<file path="src/rtl/i2c_txn_seq_pkg.sv">
`timescale 1ns/1ps
package i2c_txn_seq_pkg;
  localparam int NSTAT = 5;
  // status bit positions
  localparam int SB_DONE   = 0;
  localparam int SB_NACK   = 1;
  localparam int SB_HSNACK = 2;
  localparam int SB_ARB    = 3;
  localparam int SB_RSDONE = 4;
  // control bit positions
  localparam int CB_RS  = 1;
  localparam int CB_HS  = 2;
  localparam int CB_DIR = 4;
  // launch word bit positions
  localparam int LB_GO   = 0;
  localparam int LB_AUTO = 14;
  localparam int LB_CONT = 15;
  // register offsets
  localparam int RA_CTRL   = 0;
  localparam int RA_TARGET = 1;
  localparam int RA_MASK   = 2;
  localparam int RA_STAT   = 3;
  localparam int RA_LEN    = 4;
  localparam int RA_COUNT  = 5;
  localparam int RA_LAUNCH = 6;
  // engine command codes
  localparam logic [2:0] OP_NONE   = 3'd0;
  localparam logic [2:0] OP_START  = 3'd1;
  localparam logic [2:0] OP_WRITE  = 3'd2;
  localparam logic [2:0] OP_READ   = 3'd3;
  localparam logic [2:0] OP_RSTART = 3'd4;
  localparam logic [2:0] OP_STOP   = 3'd5;

  typedef enum logic [3:0] {
    ST_IDLE, ST_START, ST_ADDR, ST_DATA, ST_RSTART,
    ST_GSTOP, ST_ESTOP, ST_FINISH, ST_PAUSE
  } seq_state_e;
endpackage

</file>
<file path="src/rtl/i2c_txn_seq_rstsync.sv">
`timescale 1ns/1ps
module i2c_txn_seq_rstsync #(
  parameter int STAGES = 2
) (
  input  logic clk,
  input  logic rst_n,
  output logic rst_sync_n
);
  logic [STAGES-1:0] sh_q;
  logic [STAGES-1:0] sh_d;

  always_comb sh_d = {sh_q[STAGES-2:0], 1'b1};

  always_ff @(posedge clk or negedge rst_n) begin
    if (!rst_n) sh_q <= '0;
    else        sh_q <= sh_d;
  end

  assign rst_sync_n = sh_q[STAGES-1];
endmodule

</file>
<file path="src/rtl/i2c_txn_seq_regs.sv">
`timescale 1ns/1ps
module i2c_txn_seq_regs
  import i2c_txn_seq_pkg::*;
#(
  parameter int REG_W  = 16,
  parameter int ADDR_W = 3,
  parameter int LEN_W  = 8,
  parameter int CNT_W  = 8,
  parameter int BYTE_W = 8
) (
  input  logic              clk,
  input  logic              rst_n,
  input  logic              wr_i,
  input  logic [ADDR_W-1:0] addr_i,
  input  logic [REG_W-1:0]  wdata_i,
  input  logic [NSTAT-1:0]  stat_set_i,
  output logic              ctrl_rs_o,
  output logic              ctrl_hs_o,
  output logic              ctrl_dir_o,
  output logic [BYTE_W-1:0] target_o,
  output logic [NSTAT-1:0]  mask_o,
  output logic [LEN_W-1:0]  len_lo_o,
  output logic [LEN_W-1:0]  len_hi_o,
  output logic [CNT_W-1:0]  cnt_o,
  output logic [NSTAT-1:0]  stat_o,
  output logic [REG_W-1:0]  rdata_o,
  output logic              irq_o
);
  logic wr_ctrl, wr_tgt, wr_mask, wr_stat, wr_len, wr_cnt;
  logic [NSTAT-1:0] stat_q, stat_d, stat_clr;
  logic [2:0]       ctrl_q;

  always_comb begin
    wr_ctrl  = wr_i && (addr_i == ADDR_W'(RA_CTRL));
    wr_tgt   = wr_i && (addr_i == ADDR_W'(RA_TARGET));
    wr_mask  = wr_i && (addr_i == ADDR_W'(RA_MASK));
    wr_stat  = wr_i && (addr_i == ADDR_W'(RA_STAT));
    wr_len   = wr_i && (addr_i == ADDR_W'(RA_LEN));
    wr_cnt   = wr_i && (addr_i == ADDR_W'(RA_COUNT));
    stat_clr = wr_stat ? wdata_i[NSTAT-1:0] : '0;
    // a set event in the same cycle wins over a clear
    stat_d   = (stat_q & ~stat_clr) | stat_set_i;
  end

  always_ff @(posedge clk or negedge rst_n) begin
    if (!rst_n) stat_q <= '0;
    else        stat_q <= stat_d;
  end

  always_ff @(posedge clk or negedge rst_n) begin
    if (!rst_n) begin
      ctrl_q   <= '0;
      target_o <= '0;
      mask_o   <= '0;
      len_lo_o <= '0;
      len_hi_o <= '0;
      cnt_o    <= '0;
    end else begin
      if (wr_ctrl) ctrl_q   <= {wdata_i[CB_DIR], wdata_i[CB_HS], wdata_i[CB_RS]};
      if (wr_tgt)  target_o <= wdata_i[BYTE_W-1:0];
      if (wr_mask) mask_o   <= wdata_i[NSTAT-1:0];
      if (wr_len) begin
        len_lo_o <= wdata_i[LEN_W-1:0];
        len_hi_o <= wdata_i[2*LEN_W-1:LEN_W];
      end
      if (wr_cnt)  cnt_o    <= wdata_i[CNT_W-1:0];
    end
  end

  assign ctrl_rs_o  = ctrl_q[0];
  assign ctrl_hs_o  = ctrl_q[1];
  assign ctrl_dir_o = ctrl_q[2];
  assign stat_o     = stat_q;
  assign irq_o      = |(stat_q & mask_o);

  always_comb begin
    rdata_o = '0;
    case (addr_i)
      ADDR_W'(RA_CTRL): begin
        rdata_o[CB_RS]  = ctrl_q[0];
        rdata_o[CB_HS]  = ctrl_q[1];
        rdata_o[CB_DIR] = ctrl_q[2];
      end
      ADDR_W'(RA_TARGET): rdata_o[BYTE_W-1:0]  = target_o;
      ADDR_W'(RA_MASK):   rdata_o[NSTAT-1:0]   = mask_o;
      ADDR_W'(RA_STAT):   rdata_o[NSTAT-1:0]   = stat_q;
      ADDR_W'(RA_LEN):    rdata_o[2*LEN_W-1:0] = {len_hi_o, len_lo_o};
      ADDR_W'(RA_COUNT):  rdata_o[CNT_W-1:0]   = cnt_o;
      default:            rdata_o = '0;
    endcase
  end
endmodule

</file>
<file path="src/rtl/i2c_txn_seq_fsm.sv">
`timescale 1ns/1ps
module i2c_txn_seq_fsm
  import i2c_txn_seq_pkg::*;
#(
  parameter int LEN_W  = 8,
  parameter int CNT_W  = 8,
  parameter int BYTE_W = 8
) (
  input  logic              clk,
  input  logic              rst_n,
  input  logic              go_i,
  input  logic              auto_i,
  input  logic              cont_i,
  input  logic              ctrl_rs_i,
  input  logic              ctrl_hs_i,
  input  logic              ctrl_dir_i,
  input  logic [BYTE_W-1:0] target_i,
  input  logic [LEN_W-1:0]  len_lo_i,
  input  logic [LEN_W-1:0]  len_hi_i,
  input  logic [CNT_W-1:0]  cnt_i,
  input  logic              eng_done_i,
  input  logic              eng_ack_ok_i,
  input  logic              eng_arb_lost_i,
  input  logic [BYTE_W-1:0] eng_rdata_i,
  input  logic [BYTE_W-1:0] tx_byte_i,
  output logic              cmd_valid_o,
  output logic [2:0]        cmd_op_o,
  output logic [BYTE_W-1:0] cmd_wdata_o,
  output logic              cmd_last_o,
  output logic              tx_pop_o,
  output logic              rx_push_o,
  output logic [BYTE_W-1:0] rx_byte_o,
  output logic [NSTAT-1:0]  stat_set_o
);
  seq_state_e        state_q, state_d;
  logic [CNT_W-1:0]  xfer_q, xfer_d;
  logic [LEN_W-1:0]  byte_q, byte_d;
  logic              auto_q, auto_d, cont_q, cont_d, comb_q, comb_d;
  logic              pop_d, push_d, push_q, pop_q;
  logic [BYTE_W-1:0] rxb_q;

  logic              second, cur_rd, last_byte, last_xfer, launch_ok, comb_req;
  logic [LEN_W-1:0]  cur_len;
  logic [CNT_W-1:0]  total;
  logic [NSTAT-1:0]  nack_flag;

  always_comb begin
    second    = (xfer_q != '0);
    cur_rd    = comb_q ? second : target_i[0];
    cur_len   = (comb_q && second) ? len_hi_i : len_lo_i;
    total     = comb_q ? CNT_W'(2) : cnt_i;
    last_byte = (byte_q == cur_len - 1'b1);
    last_xfer = (xfer_q == total - 1'b1);
    nack_flag = '0;
    nack_flag[ctrl_hs_i ? SB_HSNACK : SB_NACK] = 1'b1;
    comb_req  = ctrl_dir_i && !auto_i;
    launch_ok = (len_lo_i != '0) && (!comb_req || (len_hi_i != '0)) &&
                (auto_i || (cnt_i != '0));
  end

  // next-state logic
  always_comb begin
    state_d    = state_q;
    xfer_d     = xfer_q;
    byte_d     = byte_q;
    auto_d     = auto_q;
    cont_d     = cont_q;
    comb_d     = comb_q;
    stat_set_o = '0;
    case (state_q)
      ST_IDLE: begin
        if (go_i && launch_ok) begin
          state_d = ST_START;
          xfer_d  = '0;
          byte_d  = '0;
          auto_d  = auto_i;
          cont_d  = cont_i;
          comb_d  = comb_req;
        end
      end
      ST_PAUSE: begin
        if (go_i) begin
          cont_d  = cont_i;
          state_d = ST_RSTART;
        end
      end
      ST_FINISH: begin
        stat_set_o[SB_DONE] = 1'b1;
        state_d = ST_IDLE;
      end
      default: begin
        if (eng_done_i) begin
          if (eng_arb_lost_i) begin
            stat_set_o[SB_ARB] = 1'b1;
            state_d = ST_FINISH;
          end else begin
            case (state_q)
              ST_START, ST_RSTART: state_d = ST_ADDR;
              ST_ADDR: begin
                if (!eng_ack_ok_i) begin
                  stat_set_o = nack_flag;
                  state_d    = ST_ESTOP;
                end else begin
                  byte_d  = '0;
                  state_d = ST_DATA;
                end
              end
              ST_DATA: begin
                if (!cur_rd && !eng_ack_ok_i) begin
                  stat_set_o = nack_flag;
                  state_d    = ST_ESTOP;
                end else if (last_byte) begin
                  if (auto_q) begin
                    stat_set_o[SB_RSDONE] = 1'b1;
                    state_d = cont_q ? ST_PAUSE : ST_ESTOP;
                  end else if (last_xfer) begin
                    state_d = ST_ESTOP;
                  end else begin
                    xfer_d  = xfer_q + 1'b1;
                    state_d = (ctrl_rs_i || comb_q) ? ST_RSTART : ST_GSTOP;
                  end
                end else begin
                  byte_d = byte_q + 1'b1;
                end
              end
              ST_GSTOP: state_d = ST_START;
              ST_ESTOP: state_d = ST_FINISH;
              default:  state_d = ST_IDLE;
            endcase
          end
        end
      end
    endcase
  end

  always_comb begin
    pop_d  = eng_done_i && (state_q == ST_DATA) && !cur_rd &&
             eng_ack_ok_i && !eng_arb_lost_i;
    push_d = eng_done_i && (state_q == ST_DATA) && cur_rd && !eng_arb_lost_i;
  end

  // registers
  always_ff @(posedge clk or negedge rst_n) begin
    if (!rst_n) begin
      state_q <= ST_IDLE;
      xfer_q  <= '0;
      byte_q  <= '0;
      auto_q  <= 1'b0;
      cont_q  <= 1'b0;
      comb_q  <= 1'b0;
      pop_q   <= 1'b0;
      push_q  <= 1'b0;
      rxb_q   <= '0;
    end else begin
      state_q <= state_d;
      xfer_q  <= xfer_d;
      byte_q  <= byte_d;
      auto_q  <= auto_d;
      cont_q  <= cont_d;
      comb_q  <= comb_d;
      pop_q   <= pop_d;
      push_q  <= push_d;
      if (push_d) rxb_q <= eng_rdata_i;
    end
  end

  // command outputs
  always_comb begin
    cmd_valid_o = 1'b1;
    cmd_wdata_o = '0;
    cmd_last_o  = 1'b0;
    case (state_q)
      ST_START:  cmd_op_o = OP_START;
      ST_RSTART: cmd_op_o = OP_RSTART;
      ST_GSTOP, ST_ESTOP: cmd_op_o = OP_STOP;
      ST_ADDR: begin
        cmd_op_o    = OP_WRITE;
        cmd_wdata_o = comb_q ? {target_i[BYTE_W-1:1], second} : target_i;
      end
      ST_DATA: begin
        cmd_op_o    = cur_rd ? OP_READ : OP_WRITE;
        cmd_wdata_o = cur_rd ? '0 : tx_byte_i;
        cmd_last_o  = cur_rd && last_byte;
      end
      default: begin
        cmd_op_o    = OP_NONE;
        cmd_valid_o = 1'b0;
      end
    endcase
  end

  assign tx_pop_o  = pop_q;
  assign rx_push_o = push_q;
  assign rx_byte_o = rxb_q;
endmodule

</file>
<file path="src/rtl/i2c_txn_seq.sv">
`timescale 1ns/1ps
module i2c_txn_seq
  import i2c_txn_seq_pkg::*;
#(
  parameter int REG_W  = 16,
  parameter int ADDR_W = 3,
  parameter int LEN_W  = 8,
  parameter int CNT_W  = 8,
  parameter int BYTE_W = 8
) (
  input  logic              clk,
  input  logic              rst_n,
  input  logic              reg_wr,
  input  logic [ADDR_W-1:0] reg_addr,
  input  logic [REG_W-1:0]  reg_wdata,
  output logic [REG_W-1:0]  reg_rdata,
  output logic              irq,
  output logic              cmd_valid,
  output logic [2:0]        cmd_op,
  output logic [BYTE_W-1:0] cmd_wdata,
  output logic              cmd_last,
  input  logic              eng_done,
  input  logic              eng_ack_ok,
  input  logic              eng_arb_lost,
  input  logic [BYTE_W-1:0] eng_rdata,
  input  logic [BYTE_W-1:0] tx_byte,
  output logic              tx_pop,
  output logic              rx_push,
  output logic [BYTE_W-1:0] rx_byte
);
  logic              srst_n, go;
  logic              rs_w, hs_w, dir_w;
  logic [BYTE_W-1:0] target_w;
  logic [NSTAT-1:0]  mask_w, stat_w, set_w;
  logic [LEN_W-1:0]  lo_w, hi_w;
  logic [CNT_W-1:0]  cnt_w;

  assign go = reg_wr && (reg_addr == ADDR_W'(RA_LAUNCH)) && reg_wdata[LB_GO];

  i2c_txn_seq_rstsync #(.STAGES(2)) u_rst (
    .clk(clk), .rst_n(rst_n), .rst_sync_n(srst_n)
  );

  i2c_txn_seq_regs #(
    .REG_W(REG_W), .ADDR_W(ADDR_W), .LEN_W(LEN_W), .CNT_W(CNT_W), .BYTE_W(BYTE_W)
  ) u_regs (
    .clk(clk), .rst_n(srst_n), .wr_i(reg_wr), .addr_i(reg_addr),
    .wdata_i(reg_wdata), .stat_set_i(set_w),
    .ctrl_rs_o(rs_w), .ctrl_hs_o(hs_w), .ctrl_dir_o(dir_w),
    .target_o(target_w), .mask_o(mask_w), .len_lo_o(lo_w), .len_hi_o(hi_w),
    .cnt_o(cnt_w), .stat_o(stat_w), .rdata_o(reg_rdata), .irq_o(irq)
  );

  i2c_txn_seq_fsm #(.LEN_W(LEN_W), .CNT_W(CNT_W), .BYTE_W(BYTE_W)) u_fsm (
    .clk(clk), .rst_n(srst_n), .go_i(go),
    .auto_i(reg_wdata[LB_AUTO]), .cont_i(reg_wdata[LB_CONT]),
    .ctrl_rs_i(rs_w), .ctrl_hs_i(hs_w), .ctrl_dir_i(dir_w),
    .target_i(target_w), .len_lo_i(lo_w), .len_hi_i(hi_w), .cnt_i(cnt_w),
    .eng_done_i(eng_done), .eng_ack_ok_i(eng_ack_ok),
    .eng_arb_lost_i(eng_arb_lost), .eng_rdata_i(eng_rdata),
    .tx_byte_i(tx_byte), .cmd_valid_o(cmd_valid), .cmd_op_o(cmd_op),
    .cmd_wdata_o(cmd_wdata), .cmd_last_o(cmd_last), .tx_pop_o(tx_pop),
    .rx_push_o(rx_push), .rx_byte_o(rx_byte), .stat_set_o(set_w)
  );
endmodule

</file>
<file path="config.mk">
export PLATFORM = sky130hd
export DESIGN_NAME = i2c_txn_seq
export DESIGN_NICKNAME = d
export VERILOG_FILES = /design/src/rtl/i2c_txn_seq_pkg.sv /design/src/rtl/i2c_txn_seq_rstsync.sv /design/src/rtl/i2c_txn_seq_regs.sv /design/src/rtl/i2c_txn_seq_fsm.sv /design/src/rtl/i2c_txn_seq.sv
export SDC_FILE = /design/constraint.sdc
export NUM_CORES = 1
export LEC_CHECK = 0
export CAP_MARGIN = 20
export CORE_MARGIN = 10
export CORE_UTILIZATION = 59
export CTS_CLUSTER_DIAMETER = 40
export CTS_CLUSTER_SIZE = 25
export DETAILED_ROUTE_END_ITERATION = 6
export GPL_TIMING_DRIVEN = 0
export PLACE_DENSITY = 0.95
export SYNTH_ARGS = -nofsm -noshare
export SYNTH_HDL_FRONTEND = slang
export SYNTH_SLANG_ARGS = --single-unit
</file>
<file path="constraint.sdc">
create_clock -name clk -period 7.2 [get_ports clk]
set_input_delay 1.44 -clock clk [delete_from_list [all_inputs] [get_ports clk]]
set_output_delay 1.44 -clock clk [all_outputs]
set_load 0.005 [all_outputs]
</file>
==> Flow_metrics.wiki, run 1 <==
{| class="wikitable"
! Metric !! Value
|-
| Run status || finished clean
|-
| Post-synthesis instance area || roughly 0.005 mm^2
|-
| Total global routing overflow || 0
|-
| Flop and latch count out of synthesis || 80
|-
| CTS max path bufs || 2
|-
| Bufs and invs on worst path || 3
|-
| Worst Path Class, Setup || reg2out
|-
| Number of H-tree branching levels || 3
|-
| Number of buffers inserted during clock tree synthesis || 9
|-
| Slowest stage delay, CP || about 660 ps
|-
| Sum of met2 wire segment lengths after detailed routing || approximately 7000 um
|-
| Fillers || between 500 and 600
|-
| Final number of max-transition violations || 0
|-
| Multi-input logic area || just under 0.003 mm^2
|-
| Maximum capacitance violations || 0
|-
| CTS clk-pin slew, worst paths || about 90 ps
|-
| Synth warnings || 0
|-
| Share of cells above drive strength 1 || between 10% and 20%
|-
| Leakage power || roughly 2.5 nW
|-
| Synthesis-to-finish area growth || 23.57%
|-
| P per Cell Area || between 300 and 400 mW/mm^2
|-
| Remaining design rule violation count || 0
|-
| Number of buffers inserted for hold repair after clock tree synthesis || 0
|-
| P_sw || between 0.0007 and 0.0008 W
|-
| Number of hold violations in the final report || 0
|-
| Die H || about 110 um
|-
| I/O pin count || between 80 and 90
|-
| Slowest stage cell on the critical path || o41ai_4
|-
| Number of synthesized flops with an enable pin || 0
|-
| Final total negative setup slack || 0 ps
|-
| Top cell type by total area after synthesis || dfrtp_1
|-
| Max Fanout on Critical Path || 10
|-
| Placeable core region || between 0.008 and 0.009 mm^2
|-
| Number of antenna violations at the first check in global routing || 0
|-
| Share of total power in combinational logic || 44.8%
|-
| Worst-case hold slack || between 200 and 300 ps
|-
| Critical path's most frequent cell || mux2i_1
|-
| Number of post-CTS setup repair buffers || 0
|-
| Clock share of power || a little under a fifth
|-
| Top cells by area in the synthesized netlist || dfrtp_1, mux2_2, a21oi_1
|-
| Die X-Extent || around 110 um
|-
| Final min period || just under 7000 ps
|-
| Worst path top cell family by delay || simple AND/OR/NAND/NOR gates
|-
| Starting density of the core || between 60% and 70%
|-
| Ratio of final minimum period to clock period || 95.18%
|-
| Die area || 0.01263 mm^2
|-
| Synthesized instance count || about 520
|-
| Clock tree from TritonCTS || done
|-
| Share of synthesized flip-flops with an asynchronous set or reset || 100.0%
|-
| Class of the tightest hold or removal check || reg2async
|-
| Count of TritonRoute iterations in the first routing pass || 7
|-
| Final design utilization || between 70% and 80%
|-
| Share of the synthesized area in the top cell type || approximately 40%
|-
| Placement row count || 33
|-
| Top flip-flop cell by instance count after synthesis || dfrtp_1
|-
| Avg Cell Area, Syn || about 9.6 um^2
|-
| Worst path cell trace || inv_1, ha_1, or4b_4, o41ai_4, mux2i_1, ha_1, xnor2_1, mux2i_1, mux2i_1, mux2i_1, or4_1, buf_2, or2_2, nor3_1, clkdlybuf4s50_1
|-
| Met3 wire length || approximately 1300 um
|-
| Clock root cell || clkbuf_8
|-
| Detailed Route WL || between 10000 and 15000 um
|-
| Routed via count || 4656
|-
| Clock network latency to the later pin of the worst-skew pair || 370 ps
|-
| Final net count || ~670
|-
| CTS sink count || 80
|-
| IR Drop Worst-Case VDD || 243.1 uV
|-
| Worst Skew || ~14 ps
|-
| Achievable frequency || 145.9 MHz
|-
| Proportion of total power due to net switching || between 30% and 40%
|-
| Antenna violation net count after detailed routing || 0
|-
| Number of global-route vias before repair || around 4.7k
|-
| Worst max-slew margin expressed relative to the limit || 33.93%
|-
| Antenna diode instance count || 0
|-
| Global-route wire length before repair || approximately 24000 um
|-
| Detailed-route wire length on metal 1 || just under 6000 um
|-
| Unrepaired setup endpoints after global routing || false
|-
| Storage element area || 0.002006 mm^2
|-
| Post-detail-place hpwl || approximately 11000 um
|-
| Critical Path Sink Type || output pin
|-
| Net count after synthesis || roughly 570
|-
| Largest net degree at the start of global routing || 53
|-
| Transition time of the tightest slew-check pin || roughly 980 ps
|-
| 1st-iter DRT viols || around 390
|-
| Post-layout power || between 0.0015 and 0.002 W
|-
| Share of the yosys chip area belonging to registers || about two fifths
|-
| Cell internal power dissipation || about 0.0011 W
|-
| CP startpoint kind || register
|-
| Placer's final routability congestion estimate || roughly 0.96
|-
| Required @ worst endpoint || roughly 5800 ps
|-
| Final-report setup violation count || 0
|-
| Aggregate global-route resource usage || ~23%
|-
| Average wire per cell in the routed design || approximately 20 um
|-
| Highest routed layer || met4
|-
| Cell variety after synth || slightly above 60
|-
| Seq pwr share || a little over a third
|-
| CTS-repair resized insts || 0
|-
| Worst endpoint data arrival time || ~5400 ps
|-
| DR vias/cell || around 6.4
|-
| Count of port buffers added during placement || 80
|}
==> synthesized netlist by cell type (8+ instances only) <==
cell and count:
nand2_1 38, o21ai_0 26, nand2b_1 12, nor3_1 22, mux2i_1 13, or3_1 9, a21oi_1 31, dfrtp_1 80
xnor2_1 8, clkbuf_1 15, inv_1 18, nor2b_1 9, mux2_2 63, nand3_1 14, nor2_1 35, and2_1 12
==> worst paths after layout <==
kind,startpoint,to,slack [ps],cells after the start
worst min-delay path,u_rst.sh_q[1],u_fsm.rx_push_o,260,0
worst max register to register,u_fsm.xfer_q[0],u_fsm.state_q[0],2150,16
worst max-delay path,u_fsm.xfer_q[0],cmd_last,350,15
min in group clk,u_rst.sh_q[0],u_rst.sh_q[1],360,0
worst min register to register,u_rst.sh_q[1],u_fsm.rx_push_o,260,0
max in group asynchronous,rst_n,u_rst.sh_q[1],5830,1
==> layout by cell type, fill, tap and decap left out, types with 4 or more instances in the layout <==
| cell | synthesis | routed |
|---|---|---|
| a21oi_1 | 31 | 31 |
| nor2b_1 | 9 | 9 |
| dfrtp_1 | 80 | 79 |
| ha_1 | 7 | 7 |
| a22oi_1 | 6 | 6 |
| nand3b_1 | 4 | 4 |
| clkdlybuf4s50_1 | 0 | 80 |
| inv_1 | 18 | 18 |
| a21o_1 | 4 | 4 |
| nor3_1 | 22 | 22 |
| buf_1 | 4 | 4 |
| nand2_1 | 38 | 38 |
| or3_1 | 9 | 9 |
| o211ai_1 | 4 | 4 |
| nand2b_1 | 12 | 12 |
| nand3_1 | 14 | 14 |
| and3_1 | 7 | 7 |
| mux2i_1 | 13 | 13 |
| and2_1 | 12 | 12 |
| or2_2 | 4 | 4 |
| xnor2_1 | 8 | 8 |
| a22o_1 | 7 | 7 |
| clkbuf_8 | 0 | 9 |
| a32oi_1 | 4 | 4 |
| or4_1 | 7 | 7 |
| xor2_1 | 7 | 7 |
| o31ai_1 | 4 | 4 |
| nor2_1 | 35 | 35 |
| mux2_2 | 63 | 63 |
| clkbuf_1 | 15 | 15 |
| o21ai_0 | 26 | 26 |
| nand4_1 | 5 | 5 |
==> final cells by class <==
class | instances | area share, %
Tap cell | 105 | 2.111
Clock inverter | 7 | 1.286
Timing Repair Buffer | 84 | 13.63
Sequential cell | 80 | 32.22
Buffer | 21 | 1.307
Inverter | 18 | 1.085
Clock buffer | 9 | 1.990
Multi-Input combinational cell | 404 | 46.37
==> per-stage QoR <==
step                      instance area [um^2]  cells  worst slack (ps)
after global placement                    5969    708             882.0
after detailed placement                  6008    710             790.6
final                                     6225    728             347.2
after CTS                                 6212    726             386.6
after global routing                      6225    728             117.6
after floorplan                           5037    523              2002
==> power by group through the flow <==
| stage | clock (W) | combinational (W) | sequential (W) |
|---|---|---|---|
| 6_report | 0.000350 | 0.000841 | 0.000685 |
| 5_1_grt | 0.000373 | 0.000920 | 0.000701 |
| 4_1_cts | 0.000351 | 0.000827 | 0.000681 |
| 3_5_place_dp | 0 | 0.000821 | 0.000690 |
| 3_3_place_gp | 0 | 0.000788 | 0.000686 |
| 2_1_floorplan | 0 | 0.000530 | 0.000652 |
==> state kept, by name, indices dropped and copies added, names as in the netlist <==
signal / cells
u_regs.len_hi_o: 8
u_regs.mask_o: 5
u_fsm.auto_q: 1
u_fsm.comb_q: 1
u_regs.ctrl_q: 3
u_fsm.rx_push_o: 1
u_fsm.state_q: 4
u_regs.cnt_o: 8
u_fsm.byte_q: 8
u_fsm.tx_pop_o: 1
u_fsm.xfer_q: 8
u_regs.target_o: 8
u_fsm.rx_byte_o: 8
u_rst.sh_q: 2
u_regs.len_lo_o: 8
u_regs.stat_o: 5
u_fsm.cont_q: 1
==> worst register-to-register path, stage by stage (launching register included) <==
cell and delay [ps]:
dfrtp_1 440, inv_1 120, ha_1 150, or4b_4 480
o41ai_4 660, mux2i_1 260, ha_1 320, xnor2_1 350
mux2i_1 130, mux2i_1 140, mux2i_1 110, or4_1 530
buf_2 180, nor2_1 170, clkbuf_1 390, o21ai_0 210
a211oi_1 300
==> cells by family after synthesis <==
family | count (synthesis) | share of synthesized area, %
AND/OR/NAND/NOR | 185 | 19.13
AO/OA/AOI/OAI | 118 | 16.19
flip-flops | 80 | 39.74
multiplexers | 78 | 17.56
buffers and inverters | 39 | 2.955
XOR/XNOR | 15 | 2.608
adder cells (fa/ha/maj) | 7 | 1.739
other | 1 | 0.07444
==> per-layer routing <==
metal  vias to the layer above  global-route usage [%]
met1                      2265                   27.92
met3                        35                   6.496
met2                       235                   36.96
li1                       2121                       -
met5                         -                       0
met4                         0                   7.360
Note: power is estimated with default switching activity, not from simulation.
==> inputs of run 2 (changes only) <==
PLACE_DENSITY = 0.94   (was 0.95)
SYNTH_HIERARCHICAL = 1   (was unset)
==> Flow_metrics.wiki, run 2 <==
{| class="wikitable"
! Metric !! Value
|-
| Mux contribution to synthesized area || 17.78% (was 17.56%)
|-
| Number of antenna violations at the first check in global routing || 0 (unchanged)
|-
| Ratio of final minimum period to clock period || 85.56% (was 95.18%)
|-
| Clock tree from TritonCTS || done (unchanged)
|-
| Avg Cell Area, Syn || 9.906 um^2 (was 9.632 um^2)
|-
| P per Cell Area || 286.4 mW/mm^2 (was 301.3 mW/mm^2)
|-
| Final net count || 671 (was 666)
|-
| Unrepaired setup endpoints after global routing || false (unchanged)
|-
| Clock root cell || clkbuf_8 (unchanged)
|-
| Required @ worst endpoint || 5760 ps (about the same)
|-
| Share of synthesized cell area in and, or, nand and nor gates || 22.31% (was 19.13%)
|-
| Top cell type by total area after synthesis || dfrtp_1 (unchanged)
|-
| Synthesized instance count || 530 (was 523)
|-
| Share of synthesized flip-flops with an asynchronous set or reset || 100.0% (unchanged)
|-
| Final number of max-transition violations || 0 (unchanged)
|-
| Aggregate global-route resource usage || 24.23% (was 22.55%)
|-
| CTS max path bufs || 2 (unchanged)
|-
| Placeable core region || 0.008678 mm^2 (was 0.008258 mm^2)
|-
| Final-report setup violation count || 0 (unchanged)
|-
| Cells on worst reg2reg path || 16 (unchanged)
|-
| Post-synthesis instance area || 0.005250 mm^2 (was 0.005037 mm^2)
|-
| Minimum setup slack after placement || 1492 ps (was 790.6 ps)
|-
| Synthesis-to-finish area growth || 22.64% (was 23.57%)
|-
| Met3 wire length || 1565 um (was 1333 um)
|-
| Max Fanout on Critical Path || 10 (unchanged)
|-
| Remaining design rule violation count || 0 (unchanged)
|-
| Routed via count || 4855 (was 4656)
|-
| Global-route wire length before repair || 25560 um (was 23860 um)
|-
| Final total negative setup slack || 0 ps (unchanged)
|-
| Post-synthesis compound-gate area fraction || 13.20% (was 16.19%)
|-
| Detailed-route wire length on metal 1 || 6203 um (was 5847 um)
|-
| Top cells by area in the synthesized netlist || dfrtp_1, mux2_2, mux2_4 (was dfrtp_1, mux2_2, a21oi_1)
|-
| Largest family of logic cells by synthesized area || simple AND/OR/NAND/NOR gates (unchanged)
|-
| Share of the synthesized area in the top cell type || 38.13% (was 39.74%)
|-
| Fillers || 588 (was 547)
|-
| Worst path setup slack after routing || 1039 ps (was 347.2 ps)
|-
| Achievable frequency || 162.3 MHz (was 145.9 MHz)
|-
| Number of hold violations in the final report || 0 (unchanged)
|-
| Post-layout power || 0.001844 W (was 0.001876 W)
|-
| Number of global-route vias before repair || 4803 (was 4671)
|-
| Commonest cells in the synthesized netlist || dfrtp_1, nand2_1, nor2_1, mux2_2, a21oi_1 (was dfrtp_1, mux2_2, nand2_1, nor2_1, a21oi_1)
|-
| Post-detail-place hpwl || 11390 um (was 11100 um)
|-
| Leading cell type by number of instances after synthesis || dfrtp_1 (unchanged)
|-
| I/O pin count || 81 (unchanged)
|-
| Starting density of the core || 60.50% (was 61.00%)
|-
| Synth warnings || 6 (was 0)
|-
| Worst endpoint data arrival time || 4720 ps (was 5410 ps)
|-
| Die X-Extent || 114.3 um (was 112.4 um)
|-
| Detailed Route WL || 16050 um (was 14550 um)
|-
| Post-Synth Adder-Cell Area || 1.668% (was 1.739%)
|-
| Worst-case hold slack || 164.7 ps (was 256.8 ps)
|-
| Count of TritonRoute iterations in the first routing pass || 5 (was 7)
|-
| Placement row count || 34 (was 33)
|-
| Antenna violation net count after detailed routing || 0 (unchanged)
|-
| IR Drop Worst-Case VDD || 166.1 uV (was 243.1 uV)
|-
| Worst max-slew margin expressed relative to the limit || 39.19% (was 33.93%)
|-
| Antenna diode instance count || 0 (unchanged)
|-
| Total global routing overflow || 0 (unchanged)
|-
| Die H || 114.3 um (was 112.4 um)
|-
| Largest net degree at the start of global routing || 70 (was 53)
|-
| Placer's final routability congestion estimate || 0.9339 (was 0.9634)
|-
| Final min period || 6161 ps (was 6853 ps)
|-
| Clock network latency to the later pin of the worst-skew pair || 360 ps (was 370 ps)
|-
| Class of the tightest hold or removal check || reg2async (unchanged)
|-
| Transition time of the tightest slew-check pin || 905.2 ps (was 983.5 ps)
|-
| CTS-repair resized insts || 0 (unchanged)
|-
| Commonest non-fill, non-tap cells in the layout || clkdlybuf4s50_1, dfrtp_1, nand2_1 (was clkdlybuf4s50_1, dfrtp_1, mux2_2)
|-
| Count of port buffers added during placement || 80 (unchanged)
|-
| CTS sink count || 80 (unchanged)
|-
| Run status || finished clean (unchanged)
|-
| Leakage power || 2.692 nW (was 2.545 nW)
|-
| Maximum capacitance violations || 0 (unchanged)
|-
| 1st-iter DRT viols || 318 (was 389)
|-
| Top flip-flop cell by instance count after synthesis || dfrtp_1 (unchanged)
|-
| Share of the yosys chip area belonging to registers || 38.13% (was 39.74%)
|-
| Cell variety after synth || 73 (was 62)
|-
| Net count after synthesis || 578 (was 571)
|-
| DR vias/cell || 6.605 (was 6.396)
|-
| Worst Path Class, Setup || reg2out (unchanged)
|-
| Number of buffers inserted during clock tree synthesis || 9 (unchanged)
|-
| CTS clk-pin slew, worst paths || 90 ps (about the same)
|-
| Number of synthesized flops with an enable pin || 0 (unchanged)
|-
| Xor and xnor area share after synthesis || 3.170% (was 2.608%)
|-
| Die area || 0.01307 mm^2 (was 0.01263 mm^2)
|-
| Worst Skew || 15.26 ps (was 14.07 ps)
|-
| Critical Path Sink Type || output pin (unchanged)
|-
| Most common cell after layout, fill and taps aside || clkdlybuf4s50_1 (unchanged)
|-
| Highest routed layer || met4 (unchanged)
|-
| Number of H-tree branching levels || 3 (unchanged)
|-
| CP startpoint kind || register (unchanged)
|-
| Sum of met2 wire segment lengths after detailed routing || 7776 um (was 7109 um)
|-
| Number of post-CTS setup repair buffers || 0 (unchanged)
|-
| Number of buffers inserted for hold repair after clock tree synthesis || 0 (unchanged)
|-
| Share of cells above drive strength 1 || 17.54% (was 16.21%)
|-
| Average wire per cell in the routed design || 21.83 um (was 19.99 um)
|-
| Flop and latch count out of synthesis || 80 (unchanged)
|}
run 2: logic make-up (layout without fill, tap and decap cells):
group | after synthesis | count (layout)
mux | 77 | 77
compound gates | 103 | 103
xor+xnor | 19 | 19
other cells | 1 | 1
flops | 80 | 80
simple gates | 209 | 209
fa+ha+maj | 7 | 7
buf+inv | 34 | 131
run 2: layer usage:
| layer | vias to the layer above | global-route usage [%] |
|---|---|---|
| met4 | 0 | 8.605 |
| met5 | - | 0 |
| met3 | 49 | 6.656 |
| met1 | 2365 | 29.57 |
| met2 | 296 | 40.17 |
| li1 | 2145 | - |
run 2: final cells by class:
| cell class | count | area (um^2) | area share, % |
|---|---|---|---|
| clock inverter | 6 | 90.09 | 1.399 |
| clock buffer | 9 | 123.9 | 1.924 |
| multi-input combinational | 416 | 3055 | 47.45 |
| tap | 108 | 135.1 | 2.099 |
| buffer | 20 | 140.1 | 2.176 |
| sequential | 80 | 2006 | 31.15 |
| inverter | 14 | 52.55 | 0.8162 |
| timing repair buffer | 82 | 835.8 | 12.98 |
run 2: where the power goes:
part	switching, W	leakage, nW	internal, W
Sequential	0.000127	0.999	0.000553
Clock	0.000182	0.106	0.000195
Combinational	0.000391	1.59	0.000397
Total	0.000699	2.69	0.00115
run 2: final timing paths:
kind | start | end | slack, ps
setup / recovery | u_fsm/xfer_q[1] | cmd_last | 1040
hold / removal | u_rst/sh_q[1] | u_fsm/rx_byte_o[1] | 160
setup reg to reg | u_fsm/xfer_q[1] | u_fsm/xfer_q[5] | 2780
hold reg to reg | u_rst/sh_q[1] | u_fsm/rx_byte_o[1] | 160
max in group asynchronous | rst_n | u_rst/sh_q[1] | 5830
min in group clk | u_rst/sh_q[0] | u_rst/sh_q[1] | 360
run 2: worst max-delay path: stages, from the launching register on:
cell             delay (ps)
dfrtp_1                 460
inv_1                   110
ha_1                    140
or4b_4                  480
o21a_4                  250
buf_6                   140
mux2i_1                 280
ha_1                    340
xor2_1                  390
a211oi_1                140
nor2_1                  130
mux2i_1                 140
nor4_1                  490
nand2_1                 160
nor2_1                  180
clkdlybuf4s50_1         530
run 2: through the flow:
step / util [%] / cells / area (um^2)
3_5_place_dp: 71.64 / 719 / 6217
6_report: 74.19 / 735 / 6439
4_1_cts: 74.11 / 734 / 6431
2_1_floorplan: - / 530 / 5250
3_3_place_gp: 71.28 / 718 / 6186
5_1_grt: 74.19 / 735 / 6439
